### src/rtl/vfzc_pkg.sv
package vfzc_pkg;

  localparam logic [2:0] OP_GE = 3'b000;
  localparam logic [2:0] OP_GT = 3'b001;
  localparam logic [2:0] OP_LT = 3'b010;
  localparam logic [2:0] OP_LE = 3'b011;
  localparam logic [2:0] OP_EQ = 3'b100;
  localparam logic [2:0] OP_NE = 3'b110;

  localparam int NUM_SIZES = 3;

  // Strobes from control to datapath
  typedef struct packed {
    logic       fire;     // request accepted this cycle
    logic       write;    // result may be written
    logic       illegal;  // encoding rejected
    logic       swapOps;  // zero on the left-hand side
    logic       orEqual;  // include equality
    logic       eqOnly;   // pure equality test
    logic       invert;   // negate equality result
    logic [2:0] laneSel;  // one-hot {64,32,16}
  } ctrlStrobe_t;

  // Operand class used by the comparator
  typedef struct packed {
    logic nan;
    logic zero;
    logic neg;
  } fpClass_t;

  // Ordered "a greater than b", exact whenever one side is zero
  function automatic logic greaterThan(fpClass_t a, fpClass_t b);
    logic aPos;
    logic bNegNz;
    aPos   = !a.zero && !a.neg;
    bNegNz = !b.zero && b.neg;
    return !a.nan && !b.nan &&
           ((aPos && (b.zero || b.neg)) || (a.zero && bNegNz));
  endfunction

endpackage

### src/rtl/vfzc_ctrl.sv
module vfzc_ctrl
  import vfzc_pkg::*;
(
  input  logic        inValid,
  input  logic [1:0]  sizeSel,
  input  logic [2:0]  cmpSel,
  output ctrlStrobe_t strobe
);

  logic sizeBad;
  logic opBad;

  always_comb begin
    sizeBad = (sizeSel == 2'b00);
    opBad   = (cmpSel == 3'b101) || (cmpSel == 3'b111);

    strobe         = '0;
    strobe.fire    = inValid;
    strobe.illegal = sizeBad || opBad;
    strobe.write   = inValid && !(sizeBad || opBad);

    unique case (sizeSel)
      2'b01:   strobe.laneSel = 3'b001;
      2'b10:   strobe.laneSel = 3'b010;
      2'b11:   strobe.laneSel = 3'b100;
      default: strobe.laneSel = 3'b000;
    endcase

    case (cmpSel)
      OP_EQ: strobe.eqOnly = 1'b1;
      OP_NE: begin
        strobe.eqOnly = 1'b1;
        strobe.invert = 1'b1;
      end
      OP_GE: strobe.orEqual = 1'b1;
      OP_LT: strobe.swapOps = 1'b1;
      OP_LE: begin
        strobe.swapOps = 1'b1;
        strobe.orEqual = 1'b1;
      end
      default: ; // GT and illegal codes use the plain greater path
    endcase
  end

endmodule

### src/rtl/vfzc_dpath.sv
module vfzc_dpath
  import vfzc_pkg::*;
#(
  parameter int VEC_W = 256
) (
  input  logic               clk,
  input  logic               rst,
  input  ctrlStrobe_t        strobe,
  input  logic [VEC_W-1:0]   vecIn,
  input  logic [VEC_W/8-1:0] govPred,
  input  logic               flushSub,
  output logic [VEC_W/8-1:0] outPred,
  output logic               outValid,
  output logic               illegal
);

  localparam int PRED_W = VEC_W / 8;
  localparam logic [PRED_W-1:0] HALF_HI = {(PRED_W/2){2'b10}};

  logic [PRED_W-1:0] sizeRes [NUM_SIZES];
  logic [PRED_W-1:0] nextPred;

  localparam fpClass_t ZERO_CLS = '{nan: 1'b0, zero: 1'b1, neg: 1'b0};

  for (genvar s = 0; s < NUM_SIZES; s++) begin : g_size
    localparam int ESZ   = 16 << s;
    localparam int EXPW  = (s == 0) ? 5 : ((s == 1) ? 8 : 11);
    localparam int MANW  = ESZ - 1 - EXPW;
    localparam int LANES = VEC_W / ESZ;
    localparam int PSTEP = ESZ / 8;

    logic [LANES-1:0]  laneAct;
    logic              anyAct;
    logic [PRED_W-1:0] laneBits;

    for (genvar l = 0; l < LANES; l++) begin : g_act
      assign laneAct[l] = govPred[l*PSTEP];
    end
    assign anyAct = |laneAct;

    for (genvar l = 0; l < LANES; l++) begin : g_lane
      logic [ESZ-1:0]  elem;
      logic [EXPW-1:0] expo;
      logic [MANW-1:0] mant;
      fpClass_t        xCls;
      fpClass_t        lhs;
      fpClass_t        rhs;
      logic            isEq;
      logic            res;

      assign elem = anyAct ? vecIn[l*ESZ +: ESZ] : '0;
      assign expo = elem[ESZ-2 -: EXPW];
      assign mant = elem[MANW-1:0];

      assign xCls.nan  = (&expo) && (|mant);
      assign xCls.zero = (~|expo) && ((~|mant) || flushSub);
      assign xCls.neg  = elem[ESZ-1];

      assign lhs  = strobe.swapOps ? ZERO_CLS : xCls;
      assign rhs  = strobe.swapOps ? xCls : ZERO_CLS;
      assign isEq = !xCls.nan && xCls.zero;
      assign res  = strobe.eqOnly ? (isEq ^ strobe.invert)
                                  : (greaterThan(lhs, rhs) || (strobe.orEqual && isEq));

      assign laneBits[l*PSTEP +: PSTEP] = {{(PSTEP-1){1'b0}}, laneAct[l] && res};
    end

    assign sizeRes[s] = laneBits;
  end

  always_comb begin
    nextPred = '0;
    for (int s = 0; s < NUM_SIZES; s++) begin
      if (strobe.laneSel[s]) nextPred = sizeRes[s];
    end
  end

  always_ff @(posedge clk) begin
    if (rst) begin
      outPred  <= '0;
      outValid <= 1'b0;
      illegal  <= 1'b0;
    end else begin
      outValid <= strobe.fire;
      illegal  <= strobe.fire && strobe.illegal;
      if (strobe.write) outPred <= nextPred;
    end
  end

  // one done pulse per accepted strobe, none otherwise
  a_r8_done_follows: assert property (@(posedge clk) disable iff (rst)
    strobe.fire |=> outValid);
  a_r8_no_spurious: assert property (@(posedge clk) disable iff (rst)
    !strobe.fire |=> !outValid);
  // rejected request leaves the predicate untouched
  a_r4_illegal_holds: assert property (@(posedge clk) disable iff (rst)
    illegal |-> $stable(outPred));
  a_r4_illegal_with_done: assert property (@(posedge clk) disable iff (rst)
    illegal |-> outValid);
  // result bits only where the governing predicate was set
  a_r2_inactive_zero: assert property (@(posedge clk) disable iff (rst)
    (outValid && !illegal) |-> ((outPred & ~$past(govPred)) == '0));
  // 16-bit lanes never set the upper bit of their pair
  a_r1_half_upper_zero: assert property (@(posedge clk) disable iff (rst)
    (outValid && !illegal && $past(strobe.laneSel[0])) |-> ((outPred & HALF_HI) == '0));

endmodule

### src/rtl/vec_fzero_cmp.sv
module vec_fzero_cmp
  import vfzc_pkg::*;
#(
  parameter int VEC_W = 256
) (
  input  logic               clk,
  input  logic               rst,
  input  logic               inValid,
  input  logic [VEC_W-1:0]   vecIn,
  input  logic [VEC_W/8-1:0] govPred,
  input  logic [1:0]         sizeSel,
  input  logic [2:0]         cmpSel,
  input  logic               flushSub,
  output logic [VEC_W/8-1:0] outPred,
  output logic               outValid,
  output logic               illegal
);

  ctrlStrobe_t strobe;

  vfzc_ctrl i_ctrl (
    .inValid (inValid),
    .sizeSel (sizeSel),
    .cmpSel  (cmpSel),
    .strobe  (strobe)
  );

  vfzc_dpath #(.VEC_W(VEC_W)) i_dpath (
    .clk      (clk),
    .rst      (rst),
    .strobe   (strobe),
    .vecIn    (vecIn),
    .govPred  (govPred),
    .flushSub (flushSub),
    .outPred  (outPred),
    .outValid (outValid),
    .illegal  (illegal)
  );

  // reserved size code is always flagged
  a_r4_reserved_size: assert property (@(posedge clk) disable iff (rst)
    (inValid && sizeSel == 2'b00) |=> illegal);
  // legal codes are never flagged
  a_r4_legal_clean: assert property (@(posedge clk) disable iff (rst)
    (inValid && sizeSel != 2'b00 && cmpSel != 3'b101 && cmpSel != 3'b111) |=> !illegal);

endmodule

### config.mk
export PLATFORM = sky130hd
export DESIGN_NAME = vec_fzero_cmp
export DESIGN_NICKNAME = d
export VERILOG_FILES = /design/src/rtl/vfzc_pkg.sv /design/src/rtl/vfzc_ctrl.sv /design/src/rtl/vfzc_dpath.sv /design/src/rtl/vec_fzero_cmp.sv
export SDC_FILE = /design/constraint.sdc
export NUM_CORES = 1
export LEC_CHECK = 0
export BUFFER_PORTS_ARGS = -buffer_cell sky130_fd_sc_hd__buf_2
export CAP_MARGIN = 15
export CORE_AREA = 2 2 130 132
export CTS_CLUSTER_SIZE = 16
export DETAILED_ROUTE_END_ITERATION = 16
export DIE_AREA = 0 0 132 134
export MAX_ROUTING_LAYER = met4
export SLEW_MARGIN = 30
export SYNTH_ARGS = -nofsm -noshare
export SYNTH_HDL_FRONTEND = slang
export SYNTH_SLANG_ARGS = --single-unit
### constraint.sdc
create_clock -name clk -period 3.59 [get_ports clk]
set_input_delay 0.1795 -clock clk [delete_from_list [all_inputs] [get_ports clk]]
set_output_delay 0.1795 -clock clk [all_outputs]
set_load 0.05 [all_outputs]
==> results of run 1 <==
## flip-flops by register name, indices dropped and copies added (netlist names)
register          flops
i_dpath.illegal       1
i_dpath.outPred      16
i_dpath.outValid      1
## placed cells by master, fill, tap and decap left out, drive strengths merged, types with 6 or more instances in the layout
cell | netlist | layout
and3 | 15 | 15
a21o | 6 | 6
o21ai | 37 | 37
nand3 | 36 | 36
dfxtp | 18 | 18
nor4b | 6 | 6
a211oi | 6 | 6
nand2 | 52 | 52
o2111ai | 9 | 9
o31ai | 7 | 7
nor2 | 56 | 56
nor2b | 8 | 8
conb | 1 | 16
a21oi | 42 | 42
a31oi | 11 | 11
or3 | 12 | 12
inv | 8 | 8
nor4 | 32 | 32
xnor2 | 12 | 12
o211ai | 6 | 6
o41ai | 8 | 8
mux2i | 11 | 11
nor3 | 29 | 29
and2 | 6 | 6
nand4 | 14 | 14
or4 | 25 | 25
xor2 | 11 | 11
buf | 17 | 313
## area by class of cell
cell class | instances | area [um^2] | share of cell area, %
multi-input cells | 533 | 3260 | 58.0
repair buffers | 313 | 1600 | 28.5
flip-flops and latches | 18 | 360 | 6.40
well taps | 220 | 275 | 4.89
clock buffers | 4 | 88.8 | 1.58
inverters | 8 | 30.0 | 0.534
diodes | 2 | 5.00 | 0.0889
## report_power, final
| part | internal (uW) | total, uW | leakage, uW | switching (uW) |
|---|---|---|---|---|
| Combinational | 210 | 502 | 0.00222 | 292 |
| Sequential | 205 | 207 | 0.000146 | 2.07 |
| Clock | 170 | 265 | 0.0000442 | 95.0 |
| Total | 585 | 974 | 0.00241 | 389 |
## routing by layer
| metal | part of all wire, % | vias to the layer above |
|---|---|---|
| met2 | 48 | 295 |
| met4 | 2.4 | 0 |
| li1 | - | 2870 |
| met3 | 7.6 | 30 |
| met1 | 42 | 2666 |
| met5 | 0 | - |
## cell families (layout without fill, tap and decap cells)
family / Yosys count / in the layout / share of synthesized area (%)
other: 1 / 18 / 0.0987
buffers and inverters: 46 / 325 / 6.12
AOI/OAI and AO/OA: 165 / 165 / 29.1
muxes: 15 / 15 / 4.08
DFF: 18 / 18 / 9.48
and+or+nand+nor: 314 / 314 / 45.8
xor gates and xnor gates: 23 / 23 / 5.30
## per-stage QoR
step	total power [uW]	hold slack [ns]	cells
floorplan	466	0.281	597
detailed placement	710	0.440	1092
finish	974	0.185	1098
global placement	703	0.428	1092
CTS	975	0.185	1096
global route	1030	0.200	1097
## worst paths after layout
path | startpoint | end | slack [ns]
max | vecIn[27] | i_dpath.outPred[0] | 0.82
max reg2reg | i_dpath.outPred[4] | i_dpath.outPred[4] | 2.79
min | govPred[2] | i_dpath.outPred[2] | 0.19
min reg2reg | i_dpath.outPred[10] | i_dpath.outPred[10] | 0.45
==> results.md, run 1 <==
- Max-Slew Margin vs Limit: 42.6%
- Layout cells sized above 1: 37.8%
- Clk slew on worst S/H paths: 0.07 ns
- Cell variety after synth: 67
- Max Slew Vio Count: 0
- Critical path depth: 8
- # DRC: 0
- CP delay by family, top: simple AND/OR/NAND/NOR gates
- Placed Area: roughly 0.0055 mm^2
- Main synth FF type: dfxtp_1
- Vias: 5861
- GR Util met1: between 20% and 30%
- IO buf count: between 200 and 300
- Vias in the first global route: 5588
- Post-synth ARST share: 0%
- # hold bufs at CTS: 0
- Slew @ Worst Pin: 0.859 ns
- Arrival @ worst endpoint: 2.89 ns
- Syn_area_per_cell: 6.53 um^2
- Worst r2r path cells: 3
- Initial DRT Pass Iterations: 6
- Rows: 47
- Crit-path slowest cell: nor4b_1
- Post-synth top area cell: dfxtp_1
- Final Net Count: 1174
- Seq/Total Area, Yosys: under 10%
- ANT nets after route: 0
- Tmin final: between 2 and 3 ns
- CTS Buf Count: 3
- Crit share post-route: between 70% and 80%
- Core Area: 0.0163 mm^2
- Final setup fails: 0
- Req. time, crit path: 3.71 ns
- First-pass GRT wire length: between 30000 and 40000 um
- Worst min path class: in2reg
- CTS HTree Levels: 1
- Root Driver: clkbuf_16
- Total I/O pin count: 331
- Initial antenna violation count: 1
- Gr busiest metal: met2
- Final worst slack: 0.820 ns
- Fill count: 1805
- Post-synth top cells: nor2_1, nand2_1, a21oi_1
- Max-cap violations: 0
- Synth-to-Final Area Change: 48.1%
- Met2 GRT Util: between 30% and 40%
- Worst-Skew Late Latency: around 0.26 ns
- Pwr/cell area: 173 mW/mm^2
- Area share of the largest cell type after synthesis: under 10%
- Worst Path Buf+Inv: 1
- Final non-filler cell area: 0.00563 mm^2
- Top post-synthesis cells by area: dfxtp_1, a21oi_1, nor2_1, nand2_1, nand3_1
- LEAKAGE: 0.00241 uW
- Yosys warnings: 0
- CTS sink count: 18
- Setup CP Type: in2reg
- Count leader, synth: nor2_1
- F_max: ~0.36 GHz
- CP peak stage delay: 0.64 ns
- Post-CTS sizing: 0
- Critical Path, Cell by Cell: buf_2 > or4_4 > or3_1 > or4_1 > o21ai_1 > a221oi_2 > nor4b_1 > o41ai_2
- Status: completed
- Hold path depth: 2
- GR Util met3: 3.21%
- Seq cells post-synth: 18
- DIE WIDTH: 132 um
- Number of synthesized flops with an enable pin: 0
- RSZ-0062 raised after global routing: no
- Clk_skew: 0 ns
- Gr usage total: 22.4%
- Die boundary height: 134 um
- Util after Layout: 34.5%
- Critical path endpoint category: flip-flop
- Largest net degree at the start of global routing: 23
- WL/cell: 18.6 um
- Grt total ovfl: 0
- WL final: 20400 um
- # Post-CTS Setup Buffers: 0
- CP Launch Type: primary input
- Worst VDD drop: about 0.12 mV
- Effective utilization at floorplan: 23.3%
- Final estimated routing congestion in global placement: 0.899
- Post-DR vias/cell: approximately 5.3
- Die area: ~0.018 mm^2
- CTS tree: yes
- CTS Buffer Depth: 2
- Place WS: 0.544 ns
- Critical Path Fanout Max: 3
- Mapped cell area: 0.00380 mm^2
- HPWL Detailed: 17200 um
- Final Hold Viols: 0
- Sum Neg Setup Slack: 0 ns
- Starting DRT DRC Count: 366
- Cells after Synth: 582
Power figures use the tool's default switching activity.
==> inputs of run 2 (changes only) <==
--- a/config.mk
+++ b/config.mk
@@ -7,10 +7,10 @@
 export LEC_CHECK = 0
 export BUFFER_PORTS_ARGS = -buffer_cell sky130_fd_sc_hd__buf_2
 export CAP_MARGIN = 15
-export CORE_AREA = 2 2 130 132
+export CORE_AREA = 2 2 127 129
 export CTS_CLUSTER_SIZE = 16
 export DETAILED_ROUTE_END_ITERATION = 16
-export DIE_AREA = 0 0 132 134
+export DIE_AREA = 0 0 129 131
 export MAX_ROUTING_LAYER = met4
 export SLEW_MARGIN = 30
 export SYNTH_ARGS = -nofsm -noshare
==> constraint.sdc (replaced) <==
create_clock -name clk -period 2.7 [get_ports clk]
set_input_delay 0.135 -clock clk [delete_from_list [all_inputs] [get_ports clk]]
set_output_delay 0.135 -clock clk [all_outputs]
set_load 0.05 [all_outputs]
==> run 2 against run 1 <==
  * Critical path depth is the same
  * Wire length shrank 1.8%
  * Highest routed layer unchanged
  * First-iteration DRC count shrank 5.2%
  * Cell count grew 2.0%
  * Sequential cell count is the same
  * Worst hold slack lost 0.047 ns
  * Combinational power grew 35%
  * Utilization grew 2.7 points
  * Non-clock buffer count grew 24
  * Largest power group unchanged
  * Power grew 34%
  * Via count grew 1.3%
==> results.md, run 2 (synthesis gave the netlist of run 1 again) <==
- Status: completed (unchanged)
- NetSw: 519 uW (was 389 uW)
- Max-cap violations: 0 (unchanged)
- Setup CP Type: in2reg (unchanged)
- Clk slew on worst S/H paths: 0.07 ns (about the same)
- CP Launch Type: primary input (unchanged)
- Worst min path class: in2reg (unchanged)
- Most flop-heavy register: i_dpath.outPred (unchanged)
- Die area: 0.0169 mm^2 (was 0.0177 mm^2)
- Crit share post-route: 91.4%
- Grt total ovfl: 0 (unchanged)
- Final Hold Viols: 0 (unchanged)
- WL/cell: 17.9 um (was 18.6 um)
- Gr usage total: 23.3% (was 22.4%)
- Post-DR vias/cell: 5.30 (was 5.34)
- F_max: 0.405 GHz
- Most common cell after layout, fill and taps aside: buf_2 (unchanged)
- Sum Neg Setup Slack: 0 ns (unchanged)
- WL final: 20100 um (was 20400 um)
- Clk pwr share: 27.1% (was 27.2%)
- HPWL Detailed: 17100 um (was 17200 um)
- LEAKAGE: 0.00253 uW (was 0.00241 uW)
- # hold bufs at CTS: 0 (unchanged)
- Worst-Skew Late Latency: 0.26 ns (about the same)
- Final estimated routing congestion in global placement: 0.932 (was 0.899)
- CTS HTree Levels: 1 (unchanged)
- First-pass GRT wire length: 29700 um (was 30200 um)
- DIE WIDTH: 129 um (was 132 um)
- Synth-to-Final Area Change: 52.8% (was 48.1%)
- Top flop regs: i_dpath.outPred x16, i_dpath.illegal x1, i_dpath.outValid x1 (unchanged)
- R2R Setup Slk: 1.91 ns (was 2.79 ns)
- Hold WS: 0.139 ns (was 0.185 ns)
- Combinational power share: 51.9% (was 51.6%)
- # Post-CTS Setup Buffers: 0 (unchanged)
- IO buf count: 298 (unchanged)
- Max-Slew Margin vs Limit: 52.4% (was 42.6%)
- Post-route insts no fill: 1120 (was 1098)
- CTS tree: yes (unchanged)
- Effective utilization at floorplan: 24.4% (was 23.3%)
- Tmin final: 2.47 ns
- Worst Setup EP: i_dpath.outPred[12] (was i_dpath.outPred[0])
- Root Driver: clkbuf_16 (unchanged)
- Pwr/cell area: 225 mW/mm^2 (was 173 mW/mm^2)
- Worst r2r path cells: 3 (unchanged)
- Layout cells sized above 1: 39.4% (was 37.8%)
- Post-CTS sizing: 0 (unchanged)
- Final worst slack: 0.232 ns (was 0.820 ns)
- Initial antenna violation count: 4 (was 1)
- Arrival @ worst endpoint: 2.61 ns (was 2.89 ns)
- RR Endpoint: i_dpath.outPred[4] (unchanged)
- Int Power: 788 uW (was 585 uW)
- RSZ-0062 raised after global routing: no (unchanged)
- CP startpoint: vecIn[112] (was vecIn[27])
- Seq pwr share: 21.0% (was 21.2%)
- # placed instances: 1112 (was 1092)
- Place WS: -0.0411 ns (was 0.544 ns)
- CTS Buf Count: 3 (unchanged)
- Fill count: 1764 (was 1805)
- Largest net degree at the start of global routing: 30 (was 23)
- Slew @ Worst Pin: 0.709 ns (was 0.859 ns)
- Max reg flops: 16 (unchanged)
- CTS Buffer Depth: 2 (unchanged)
- Vias: 5938 (was 5861)
- Final non-filler cell area: 0.00581 mm^2 (was 0.00563 mm^2)
- Clk_skew: 0 ns (unchanged)
- Total I/O pin count: 331 (unchanged)
- ANT nets after route: 0 (unchanged)
- Commonest cells after routing, fill and taps aside: buf_2, nor2_1, nand2_1 (unchanged)
- # DRC: 0 (unchanged)
- Placed Area: 0.00571 mm^2 (was 0.00553 mm^2)
- Switching share of power: 39.7% (was 40.0%)
- Core Area: 0.0156 mm^2 (was 0.0163 mm^2)
- Die boundary height: 131 um (was 134 um)
- Critical Path Fanout Max: 3 (unchanged)
- Final Net Count: 1198 (was 1174)
- Req. time, crit path: 2.84 ns (was 3.71 ns)
- Critical path endpoint category: flip-flop (unchanged)
- Starting DRT DRC Count: 347 (was 366)
- Reg2reg start: i_dpath.outPred[4] (unchanged)
- Rows: 46 (was 47)
- Max Slew Vio Count: 0 (unchanged)
- Initial DRT Pass Iterations: 5 (was 6)
- Final setup fails: 0 (unchanged)
- Worst VDD drop: 0.164 mV (was 0.117 mV)
- CTS sink count: 18 (unchanged)
- Vias in the first global route: 5654 (was 5588)
[run 2: cell count changes in the layout (fill, tap and decap cells not counted), sizes merged]
cell	before	now
buf	313	337
diode	2	4
[run 2: layout make-up]
class	instances	area, um^2	share of cell area (%)
multi-input combinational	533	3260	56.2
timing repair buffer	337	1780	30.7
sequential	18	360	6.21
tap	216	270	4.65
clock buffer	4	88.8	1.53
inverter	8	30.0	0.517
antenna	4	10.0	0.172
[run 2: per-stage QoR]
stage          util [%]  total power, uW
6_report           37.2             1310
2_1_floorplan         -              620
3_3_place_gp       36.6              945
3_5_place_dp       36.6              953
5_1_grt            37.2             1380
4_1_cts            37.2             1300
[run 2: power by group through the flow]
stage / Sequential [uW] / Clock, uW / Combinational [uW]
detailed placement: 281 / 0 / 672
CTS: 275 / 353 / 675
global route: 275 / 366 / 741
finish: 275 / 354 / 678
global placement: 281 / 0 / 664
floorplan: 304 / 0 / 315
[run 2: per-layer routing]
metal / global-route usage [%] / part of all wire (%)
met1: 27.8 / 40
met5: - / 0
met3: 3.38 / 9.1
met2: 41.5 / 49
met4: 5.50 / 1.8
[run 2: worst min path at each step]
| stage | start | end | slack (ns) | depth (start not counted) |
|---|---|---|---|---|
| floorplan | rst | i_dpath.outValid | 0.24 | 1 |
| global placement | govPred[2] | i_dpath.outPred[2] | 0.40 | 2 |
| detailed placement | govPred[2] | i_dpath.outPred[2] | 0.41 | 2 |
| CTS | govPred[2] | i_dpath.outPred[2] | 0.14 | 2 |
| global route | govPred[2] | i_dpath.outPred[2] | 0.14 | 2 |
| finish | govPred[2] | i_dpath.outPred[2] | 0.14 | 2 |
[run 2: critical path, stage by stage]
cell and delay (ns):
buf_2 0.09, or4_1 0.52, or4_1 0.54, o31a_1 0.27, o31ai_2 0.33, mux2_1 0.36, o2111ai_1 0.21, o2111ai_1 0.14
